<file path="config.mk">
export PLATFORM = sky130hd
export DESIGN_NAME = sar_conv_ctrl
export DESIGN_NICKNAME = d
export VERILOG_FILES = /design/src/rtl/sar_pkg.sv /design/src/rtl/sar_trig_sel.sv /design/src/rtl/sar_seq.sv /design/src/rtl/sar_win_cmp.sv /design/src/rtl/sar_conv_ctrl.sv
export SDC_FILE = /design/constraint.sdc
export NUM_CORES = 1
export LEC_CHECK = 0
export BUFFER_PORTS_ARGS = -buffer_cell sky130_fd_sc_hd__buf_2
export CELL_PAD_IN_SITES_DETAIL_PLACEMENT = 0
export CELL_PAD_IN_SITES_GLOBAL_PLACEMENT = 1
export CORE_MARGIN = 4
export CORE_UTILIZATION = 43
export CTS_BUF_LIST = sky130_fd_sc_hd__clkbuf_8
export DETAILED_ROUTE_END_ITERATION = 6
export GPL_ROUTABILITY_DRIVEN = 0
export GPL_TIMING_DRIVEN = 0
export MAX_ROUTING_LAYER = met4
export PLACE_DENSITY = 0.95
export SLEW_MARGIN = 40
export SYNTH_ARGS = -nofsm -noshare
export SYNTH_HDL_FRONTEND = slang
export SYNTH_SLANG_ARGS = --single-unit
</file>
<file path="constraint.sdc">
create_clock -name clk_i -period 7.36 [get_ports clk_i]
set_clock_uncertainty 0.1 [all_clocks]
set_input_delay 0.368 -clock clk_i [delete_from_list [all_inputs] [get_ports clk_i]]
set_output_delay 0.368 -clock clk_i [all_outputs]
set_load 0.005 [all_outputs]
</file>
<file path="src/rtl/sar_pkg.sv">
package sar_pkg;
  typedef enum logic [1:0] {ST_IDLE, ST_TRACK, ST_CONV} sar_state_e;

  localparam int unsigned TRIG_W     = 3;
  localparam int unsigned N_TRIG_SRC = 6;
  // source slot index equals the mode code that selects it
  localparam int unsigned SRC_SW  = 0;
  localparam int unsigned SRC_T0  = 1;
  localparam int unsigned SRC_T2  = 2;
  localparam int unsigned SRC_T1  = 3;
  localparam int unsigned SRC_EXT = 4;
  localparam int unsigned SRC_T3  = 5;
endpackage

</file>
<file path="src/rtl/sar_trig_sel.sv">
module sar_trig_sel
  import sar_pkg::*;
(
  input  logic [TRIG_W-1:0]     mode_i,
  input  logic [N_TRIG_SRC-1:0] src_i,
  output logic                  start_o
);
  localparam int unsigned N_CODE = 1 << TRIG_W;

  logic [N_CODE-1:0] hit;

  for (genvar g = 0; g < N_CODE; g++) begin : g_code
    if (g < N_TRIG_SRC) begin : g_live
      assign hit[g] = (mode_i == TRIG_W'(g)) & src_i[g];
    end else begin : g_rsvd
      assign hit[g] = 1'b0;
    end
  end

  assign start_o = |hit;
endmodule

</file>
<file path="src/rtl/sar_seq.sv">
module sar_seq
  import sar_pkg::*;
#(
  parameter int unsigned RES_W = 10
) (
  input  logic             clk_i,
  input  logic             rst_ni,
  input  logic             en_i,
  input  logic             start_i,
  input  logic             cmp_i,
  output logic [RES_W-1:0] dac_o,
  output logic             busy_o,
  output logic             done_o,
  output logic [RES_W-1:0] res_o,
  output logic             fin_o,
  output logic [RES_W-1:0] fin_code_o
);
  localparam int unsigned BIT_W = (RES_W > 1) ? $clog2(RES_W) : 1;
  localparam logic [BIT_W-1:0] MSB_IDX = BIT_W'(RES_W - 1);

  sar_state_e       state_q;
  logic [BIT_W-1:0] bit_q;
  logic [RES_W-1:0] code_q;
  logic [RES_W-1:0] trial;
  logic [RES_W-1:0] kept;

  assign trial = RES_W'(1) << bit_q;
  // bits below bit_q are still zero, so OR builds the trial and the kept value
  assign kept       = cmp_i ? (code_q | trial) : code_q;
  assign fin_o      = en_i && (state_q == ST_CONV) && (bit_q == '0);
  assign fin_code_o = kept;
  assign dac_o      = (state_q == ST_CONV) ? (code_q | trial) : '0;
  assign busy_o     = (state_q != ST_IDLE);

  always_ff @(posedge clk_i or negedge rst_ni) begin
    if (!rst_ni) begin
      state_q <= ST_IDLE;
      bit_q   <= '0;
      code_q  <= '0;
      res_o   <= '0;
      done_o  <= 1'b0;
    end else begin
      done_o <= 1'b0;
      if (!en_i) begin
        state_q <= ST_IDLE;
        code_q  <= '0;
      end else begin
        unique case (state_q)
          ST_IDLE: if (start_i) state_q <= ST_TRACK;
          ST_TRACK: begin
            state_q <= ST_CONV;
            bit_q   <= MSB_IDX;
            code_q  <= '0;
          end
          ST_CONV: begin
            code_q <= kept;
            if (bit_q == '0) begin
              state_q <= ST_IDLE;
              res_o   <= kept;
              done_o  <= 1'b1;
            end else begin
              bit_q <= bit_q - 1'b1;
            end
          end
          default: state_q <= ST_IDLE;
        endcase
      end
    end
  end
endmodule

</file>
<file path="src/rtl/sar_win_cmp.sv">
module sar_win_cmp #(
  parameter int unsigned RES_W = 10
) (
  input  logic             clk_i,
  input  logic             rst_ni,
  input  logic             diff_i,
  input  logic [RES_W-1:0] gt_i,
  input  logic [RES_W-1:0] lt_i,
  input  logic             clr_i,
  input  logic             fin_i,
  input  logic [RES_W-1:0] code_i,
  output logic             flag_o
);
  localparam int unsigned EXT_W = RES_W + 1;

  logic signed [EXT_W-1:0] r_s, g_s, l_s;
  logic ordered, hit;

  // sign-extend in differential mode, zero-extend otherwise
  assign r_s = $signed({diff_i & code_i[RES_W-1], code_i});
  assign g_s = $signed({diff_i & gt_i[RES_W-1], gt_i});
  assign l_s = $signed({diff_i & lt_i[RES_W-1], lt_i});

  assign ordered = (g_s <= l_s);
  assign hit = ordered ? ((r_s >= g_s) && (r_s <= l_s))
                       : ((r_s >  g_s) || (r_s <  l_s));

  always_ff @(posedge clk_i or negedge rst_ni) begin
    if (!rst_ni)            flag_o <= 1'b0;
    else if (fin_i && hit)  flag_o <= 1'b1;
    else if (clr_i)         flag_o <= 1'b0;
  end
endmodule

</file>
<file path="src/rtl/sar_conv_ctrl.sv">
module sar_conv_ctrl
  import sar_pkg::*;
#(
  parameter int unsigned RES_W = 10
) (
  input  logic              clk_i,
  input  logic              rst_ni,
  input  logic              en_i,
  input  logic [2:0]        trig_mode_i,
  input  logic              conv_start_wr_i,
  input  logic              tmr0_ovf_i,
  input  logic              tmr1_ovf_i,
  input  logic              tmr2_ovf_i,
  input  logic              tmr3_ovf_i,
  input  logic              ext_start_i,
  input  logic              diff_mode_i,
  input  logic [RES_W-1:0]  win_gt_i,
  input  logic [RES_W-1:0]  win_lt_i,
  input  logic              win_clr_i,
  input  logic              cmp_i,
  output logic [RES_W-1:0]  dac_code_o,
  output logic              busy_o,
  output logic              done_o,
  output logic [RES_W-1:0]  result_o,
  output logic              win_flag_o
);
  logic [N_TRIG_SRC-1:0] src;
  logic                  start, fin;
  logic [RES_W-1:0]      fin_code;

  always_comb begin
    src          = '0;
    src[SRC_SW]  = conv_start_wr_i;
    src[SRC_T0]  = tmr0_ovf_i;
    src[SRC_T2]  = tmr2_ovf_i;
    src[SRC_T1]  = tmr1_ovf_i;
    src[SRC_EXT] = ext_start_i;
    src[SRC_T3]  = tmr3_ovf_i;
  end

  sar_trig_sel u_trig (
    .mode_i (trig_mode_i),
    .src_i  (src),
    .start_o(start)
  );

  sar_seq #(.RES_W(RES_W)) u_seq (
    .clk_i     (clk_i),
    .rst_ni    (rst_ni),
    .en_i      (en_i),
    .start_i   (start),
    .cmp_i     (cmp_i),
    .dac_o     (dac_code_o),
    .busy_o    (busy_o),
    .done_o    (done_o),
    .res_o     (result_o),
    .fin_o     (fin),
    .fin_code_o(fin_code)
  );

  sar_win_cmp #(.RES_W(RES_W)) u_win (
    .clk_i (clk_i),
    .rst_ni(rst_ni),
    .diff_i(diff_mode_i),
    .gt_i  (win_gt_i),
    .lt_i  (win_lt_i),
    .clr_i (win_clr_i),
    .fin_i (fin),
    .code_i(fin_code),
    .flag_o(win_flag_o)
  );
endmodule

</file>
==> out/qor.yml, run 1 <==
timing:
  period_share: 0.374
  setup_tns_ns: 0
  max_slew_margin: 0.587
  drv_slew: 0
  holdWs_ns: -0.0131
  hold_viol: 28
  fmax_ghz: 0.364
  setup_viol_count_final: 0
  rsz0062_at_grt: "no"
  tightest_slew_ns: 0.619
  fin_crit_ns: 2.75
  setup_slack_ns: 4.61
grt:
  grt_max_degree: 29
  grtUsageMet3: 0.0314
  grt_use_met1: 0.243
  grt_busiest_layer: "met2"
  first_global_vias: 2016
  grt_use_met2: 0.300
  antenna_found_initial: 0
  grt_pass1_wl_um: 9120
  overflow: 0
  grtUsageTotal: 0.182
final_layout:
  antennaDiodeCount: 0
  area_delta_synth_final_pct: 19.8
  final_net_count: 402
  fillCellCount: 494
  drive_gt1_frac: 0.228
clock_tree:
  hold_buffers: 0
  postCtsSetupBuffers: 0
  cts.repair.resized: 0
  cts_buffers: 3
  clock_latency_ns: 0.28
  clockBufferDepth: 2
  cts_root_buffer: "clkbuf_8"
  h-tree-depth: 1
  cts.sinks: 28
  path_clk_slew_ns: 0.10
  cts_tree: "yes"
place:
  io_buffers: 57
  hpwl_um: 4470
  place_ws_ns: 4.61
critical_path:
  start_kind: "register"
  cp_num_buf_inv: 1
  slowest_delay_ns: 0.40
  crit_start: "u_seq.bit_q[0]"
  crit_type: "register to register"
  arrival_ns: 2.83
  r2r_cells: 11
  r2r_slack_ns: 4.61
  end_kind: "register"
  r2r-start: "u_seq.bit_q[0]"
  crit_fanout: 6
  r2r-end: "u_win.flag_o"
  crit_chain: "inv_2 > ha_1 > and2_1 > a21oi_1 > ha_1 > nand2b_1 > a21o_1 > a21oi_1 > o211ai_1 > o221ai_1 > nand3_1"
  required_ns: 7.44
  crit_family: "compound AO/OA/AOI/OAI gates"
  cp_slowest_cell: "dfrtp_1"
synthesis:
  synth_nets: 340
  synth.largest_area_cell: "dfrtp_1"
  synth.ff_latch_count: 28
  syn_area_mm2: 0.00224
  yosys.cell_types.count: 46
  synth-edff-count: 0
  seq_area_frac_synth: 0.313
  synth_area_leaders: "dfrtp_1, ha_1, a21oi_1, inv_1, nor2_1"
  async_flop_share: 1.00
  synth_ff_type: "dfrtp_1"
  syn_avg_cell_area_um2: 8.36
  yosys_warnings: 0
  syn_inst: 268
  synth_top_cell_area_share: 0.313
pwr:
  switching_share: 0.310
  switchingPower_w: 0.000127
  power_frac_comb: 0.277
  intPower_w: 0.000282
  power.leakage_nw: 1.48
  worst_ir_drop_vdd_uv: 145
  pwr_density_cell_mw_per_mm2: 152
  clkPwrFrac: 0.305
  sequentialPowerShare: 0.417
  total_power_w: 0.000409
route:
  first_iter_violations: 115
  final_antenna_net_count: 0
  wirelength_um: 5460
  vias: 2123
  vias_per_cell: 5.32
  wire_per_inst_um: 13.7
  drc_errors: 0
  dr.pass1.iters: 4
floorplan:
  start_util: 0.442
  dieArea_mm2: 0.00643
  coreArea_mm2: 0.00507
  die_y_um: 80.2
  io_pins: 58
  rows: 26
  die_x_um: 80.2
run_status:
  violations: "hold timing"
  status: "finished with violations"
min_path:
  hold_class: "primary input to asynchronous set/reset pin"
job:
  cap_violations: 0
-- power by group through the flow --
| stage | clock network [W] | logic (W) | registers (W) |
|---|---|---|---|
| 6_report | 0.000125 | 0.000113 | 0.000171 |
| 5_1_grt | 0.000134 | 0.000129 | 0.000172 |
| 4_1_cts | 0.000127 | 0.000114 | 0.000170 |
| 3_5_place_dp | 0 | 0.000113 | 0.000173 |
| 3_3_place_gp | 0 | 0.000110 | 0.000173 |
| 2_1_floorplan | 0 | 0.0000757 | 0.000172 |
-- area by class of cell --
| cell class | instances | area (um^2) | area share |
|---|---|---|---|
| Tap cell | 70 | 87.6 | 0.0326 |
| Sequential cell | 28 | 701 | 0.261 |
| Clock buffer | 3 | 41.3 | 0.0154 |
| Multi-Input combinational cell | 199 | 1380 | 0.515 |
| Timing Repair Buffer | 57 | 285 | 0.106 |
| Buffer | 7 | 28.8 | 0.0107 |
| Inverter | 34 | 128 | 0.0475 |
| Clock inverter | 1 | 30.0 | 0.0112 |
-- cell usage in the layout, fill, tap and decap left out, drive strengths merged, types with 2 or more instances in the layout --
cell and instances:
a21oi 37, o22ai 2, nor2 31, and3 2
nand2b 3, nor2b 4, ha 37, dfrtp 28
nor3 12, nand2 13, a21o 3, inv 34
and2 2, mux2i 4, clkbuf 8, nand4 5
a211oi 2, nand3 5, a31oi 9, o21ai 7
buf 59, nand3b 2
-- per-layer routing --
| layer | vias up | part of all wire |
|---|---|---|
| met3 | 4 | 0.053 |
| met2 | 52 | 0.48 |
| met5 | - | 0 |
| met1 | 994 | 0.47 |
| li1 | 1073 | - |
| met4 | 0 | 0.0033 |
-- synth_stat cells (2+ instances only) --
library cell and number:
dfrtp_1 28, nor2b_1 4, nand4_1 5, nor2_1 30
a21oi_1 37, inv_2 4, clkbuf_1 5, nor3_1 11
nand3b_1 2, and2_1 2, o22ai_1 2, nand2b_1 3
o21ai_1 4, nand3_1 5, buf_2 2, a31oi_1 9
ha_1 37, a21o_1 3, mux2i_1 4, a211oi_1 2
inv_1 30, o21ai_0 3, nand2_1 13
-- state kept, by name, summed over array words and instances (netlist names) --
signal,flops
u_seq.bit_q,4
u_seq.done_o,1
u_seq.res_o,10
u_win.flag_o,1
u_seq.state_q,2
u_seq.code_q,10
-- cells by family after synthesis --
family          after synthesis  share of synthesized area
flops                        28                      0.313
compound gates               69                      0.180
mux                           6                     0.0329
xor+xnor                      1                    0.00391
fa+ha+maj                    38                      0.211
simple gates                 85                      0.190
buf+inv                      41                     0.0698
-- through the flow --
step / utilization / cells / area [um^2]
after floorplan: - / 268 / 2240
after global placement: 0.515 / 395 / 2610
after detailed placement: 0.515 / 395 / 2610
after CTS: 0.529 / 399 / 2690
after global routing: 0.529 / 399 / 2690
final: 0.529 / 399 / 2690
-- worst max path at each step --
stage / cells after the start / slack, ns / end
2_1_floorplan: 11 / 5.02 / u_win.flag_o
4_1_cts: 11 / 4.59 / u_win.flag_o
5_1_grt: 11 / 4.44 / u_win.flag_o
6_report: 11 / 4.61 / u_win.flag_o
3_3_place_gp: 11 / 4.63 / u_win.flag_o
3_5_place_dp: 11 / 4.61 / u_win.flag_o
-- worst reg2reg max path: stages (launching register included) --
cell and delay, ns:
dfrtp_1 0.40, inv_2 0.08, ha_1 0.28, and2_1 0.21, a21oi_1 0.39, ha_1 0.32
nand2b_1 0.14, a21o_1 0.17, a21oi_1 0.16, o211ai_1 0.13, o221ai_1 0.16, nand3_1 0.09
Power figures use the tool's default switching activity.
==> run 2: changes to the inputs <==
--- a/config.mk
+++ b/config.mk
@@ -9,13 +9,13 @@
 export CELL_PAD_IN_SITES_DETAIL_PLACEMENT = 0
 export CELL_PAD_IN_SITES_GLOBAL_PLACEMENT = 1
 export CORE_MARGIN = 4
-export CORE_UTILIZATION = 43
+export CORE_UTILIZATION = 36
 export CTS_BUF_LIST = sky130_fd_sc_hd__clkbuf_8
 export DETAILED_ROUTE_END_ITERATION = 6
 export GPL_ROUTABILITY_DRIVEN = 0
 export GPL_TIMING_DRIVEN = 0
 export MAX_ROUTING_LAYER = met4
-export PLACE_DENSITY = 0.95
+export PLACE_DENSITY = 0.86
 export SLEW_MARGIN = 40
 export SYNTH_ARGS = -nofsm -noshare
 export SYNTH_HDL_FRONTEND = slang
==> constraint.sdc (replaced) <==
create_clock -name clk_i -period 2.4 [get_ports clk_i]
set_clock_uncertainty 0.1 [all_clocks]
set_input_delay 0.12 -clock clk_i [delete_from_list [all_inputs] [get_ports clk_i]]
set_output_delay 0.12 -clock clk_i [all_outputs]
set_load 0.005 [all_outputs]
==> run 2 against run 1 <==
Compared with the run above: the run now ends clean; core utilization down 2.4 points; global-route usage down 1.3 points; total power rose to 3.4 times the previous value; sequential share of layout area down 2.9 points; non-clock buffer count up 14; final area up 13%; clock power rose to 3.0 times the previous value; largest cell class unchanged; largest power group unchanged.
==> out/qor.yml, run 2 (synthesis gave the netlist of run 1 again) <==
critical_path:
  crit_type: "register to register"
  end_kind: "register"
  crit_fanout: 4  # -2
  required_ns: 2.46  # -4.98 ns
  start_kind: "register"
  arrival_ns: 2.45  # -0.38 ns
clock_tree:
  cts_tree: "yes"
  cts_buffers: 3  # unchanged
  clockBufferDepth: 2  # unchanged
  path_clk_slew_ns: 0.10  # about the same
  cts_root_buffer: "clkbuf_8"
  h-tree-depth: 1  # unchanged
  cts.sinks: 28  # unchanged
  clock_latency_ns: 0.28  # about the same
final_layout:
  drive_gt1_frac: 0.332  # +0.104
  antennaDiodeCount: 0  # unchanged
  final_cells: 418  # +4.8%
  reg.largest.list: "u_seq.code_q (10), u_seq.res_o (10), u_seq.bit_q (4)"
  area_delta_synth_final_pct: 35.1
  layout_commonest_cell: "buf_2"
  final_net_count: 416  # +3.5%
  fin_util: 0.505  # -0.0239
  final_cell_mix: "buf_2, a21oi_1, inv_1, ha_1, nor2_1"
grt:
  overflow: 0  # unchanged
  grt_pass1_wl_um: 10000  # +10%
  antenna_found_initial: 0  # unchanged
  grt_use_met1: 0.220  # -0.0222
  grt_use_met2: 0.286  # -0.0148
  grtUsageMet3: 0.0237  # -0.00774
  grtUsageTotal: 0.169  # -0.0127
  grt_max_degree: 29  # unchanged
  grt_busiest_layer: "met2"
  first_global_vias: 2161  # +7.2%
floorplan:
  die_y_um: 86.9  # +8.4%
  coreArea_mm2: 0.00599  # +18%
  start_util: 0.374  # -0.0675
  dieArea_mm2: 0.00755  # +17%
  io_pins: 58  # unchanged
  rows: 28  # +7.7%
  die_x_um: 86.9  # +8.4%
timing:
  period_share: 0.995  # +0.621
  rsz0062_at_grt: "yes"
  setup_viol_count_final: 0  # unchanged
  hold_viol: 0  # -100%
  drv_slew: 0  # unchanged
  tightest_slew_ns: 0.982  # +0.363 ns
  fin_crit_ns: 2.39  # -0.362 ns
  fmax_ghz: 0.419  # +15%
  max_slew_margin: 0.345  # -0.242
pwr:
  pwr_density_cell_mw_per_mm2: 454  # +200%
  power.leakage_nw: 1.58  # +7.0%
  worst_ir_drop_vdd_uv: 417  # +190%
route:
  dr.pass1.iters: 4  # unchanged
  first_iter_violations: 92  # -20%
  vias_per_cell: 5.29  # -0.50%
  drc_errors: 0  # unchanged
  wirelength_um: 6310  # +16%
  vias: 2213  # +4.2%
  wire_per_inst_um: 15.1  # +10%
  final_antenna_net_count: 0  # unchanged
place:
  placedCellCount: 400  # +1.3%
  hpwl_um: 4680  # +4.8%
  io_buffers: 57  # unchanged
run_status:
  status: "finished, final reports clean"
job:
  cap_violations: 0  # unchanged
min_path:
  hold_class: "primary input to register"
## run 2: cell count changes in the layout (fill, tap and decap cells not counted), moves of 3 or more
cell / before / now
a31oi_1: 9 / 1
a31oi_2: 0 / 3
buf_4: 0 / 13
ha_1: 37 / 30
ha_4: 0 / 5
a31oi_4: 0 / 5
## run 2: path summary, 6_finish.rpt
path	cells after the start	slack, ns	end	from
min reg2reg	2	0.44	u_seq.res_o[7]	u_seq.res_o[7]
min in group asynchronous	2	0.28	u_seq.code_q[7]	rst_ni
max reg2reg	11	0.01	u_win.flag_o	u_seq.bit_q[1]
min	2	0.03	u_seq.code_q[9]	en_i
max in group asynchronous	2	1.47	u_seq.bit_q[2]	rst_ni
max	11	0.01	u_win.flag_o	u_seq.bit_q[1]
## run 2: power breakdown
| part | internal [W] | total, W | switching [W] |
|---|---|---|---|
| clock | 0.000224 | 0.000380 | 0.000157 |
| combinational | 0.000210 | 0.000460 | 0.000250 |
| sequential | 0.000497 | 0.000532 | 0.0000354 |
## run 2: cell type report
class / count / area, um^2
Buffer: 7 / 28.8
Clock buffer: 3 / 41.3
Clock inverter: 1 / 30.0
Fill cell: 588 / 2960
Inverter: 34 / 128
Multi-Input combinational cell: 199 / 1610
Sequential cell: 28 / 703
Tap cell: 75 / 93.8
Timing Repair Buffer: 71 / 393
## run 2: per-layer routing
layer,vias to the layer above,routed length (um)
met5,-,0
met4,0,35
met3,4,348
met2,69,3120
met1,1043,2800
li1,1097,-
## run 2: through the flow
stage          hold slack [ns]  setup WS (ns)  TNS, ns  instance area (um^2)  total power (W)
2_1_floorplan           -0.276         0.0608        0                  2240         0.000759
3_3_place_gp            0.0788         -0.321   -0.321                  2620         0.000871
3_5_place_dp            0.0822         -0.374   -0.374                  2620         0.000880
4_1_cts                 0.0219        0.00993        0                  2840          0.00131
5_1_grt                 0.0373        -0.0808  -0.0808                  3030          0.00145
6_report                0.0285         0.0124        0                  3030          0.00137
## run 2: timing repair
item                       4_1_cts  5_1_grt
pin swaps                        4       15
gates resized for setup         19       21
hold endpoints to repair        28        0
buffers inserted                 5        8
hold buffers                     1        0
setup endpoints to repair        1        1
## run 2: worst max-delay path: stages, from the launching register on
cell	delay, ns
dfrtp_1	0.41
inv_2	0.09
ha_4	0.19
and2_4	0.18
a21oi_4	0.24
ha_4	0.24
nand2b_4	0.13
a21o_1	0.15
a21oi_2	0.13
o211ai_1	0.12
o221ai_1	0.19
nand3_1	0.10
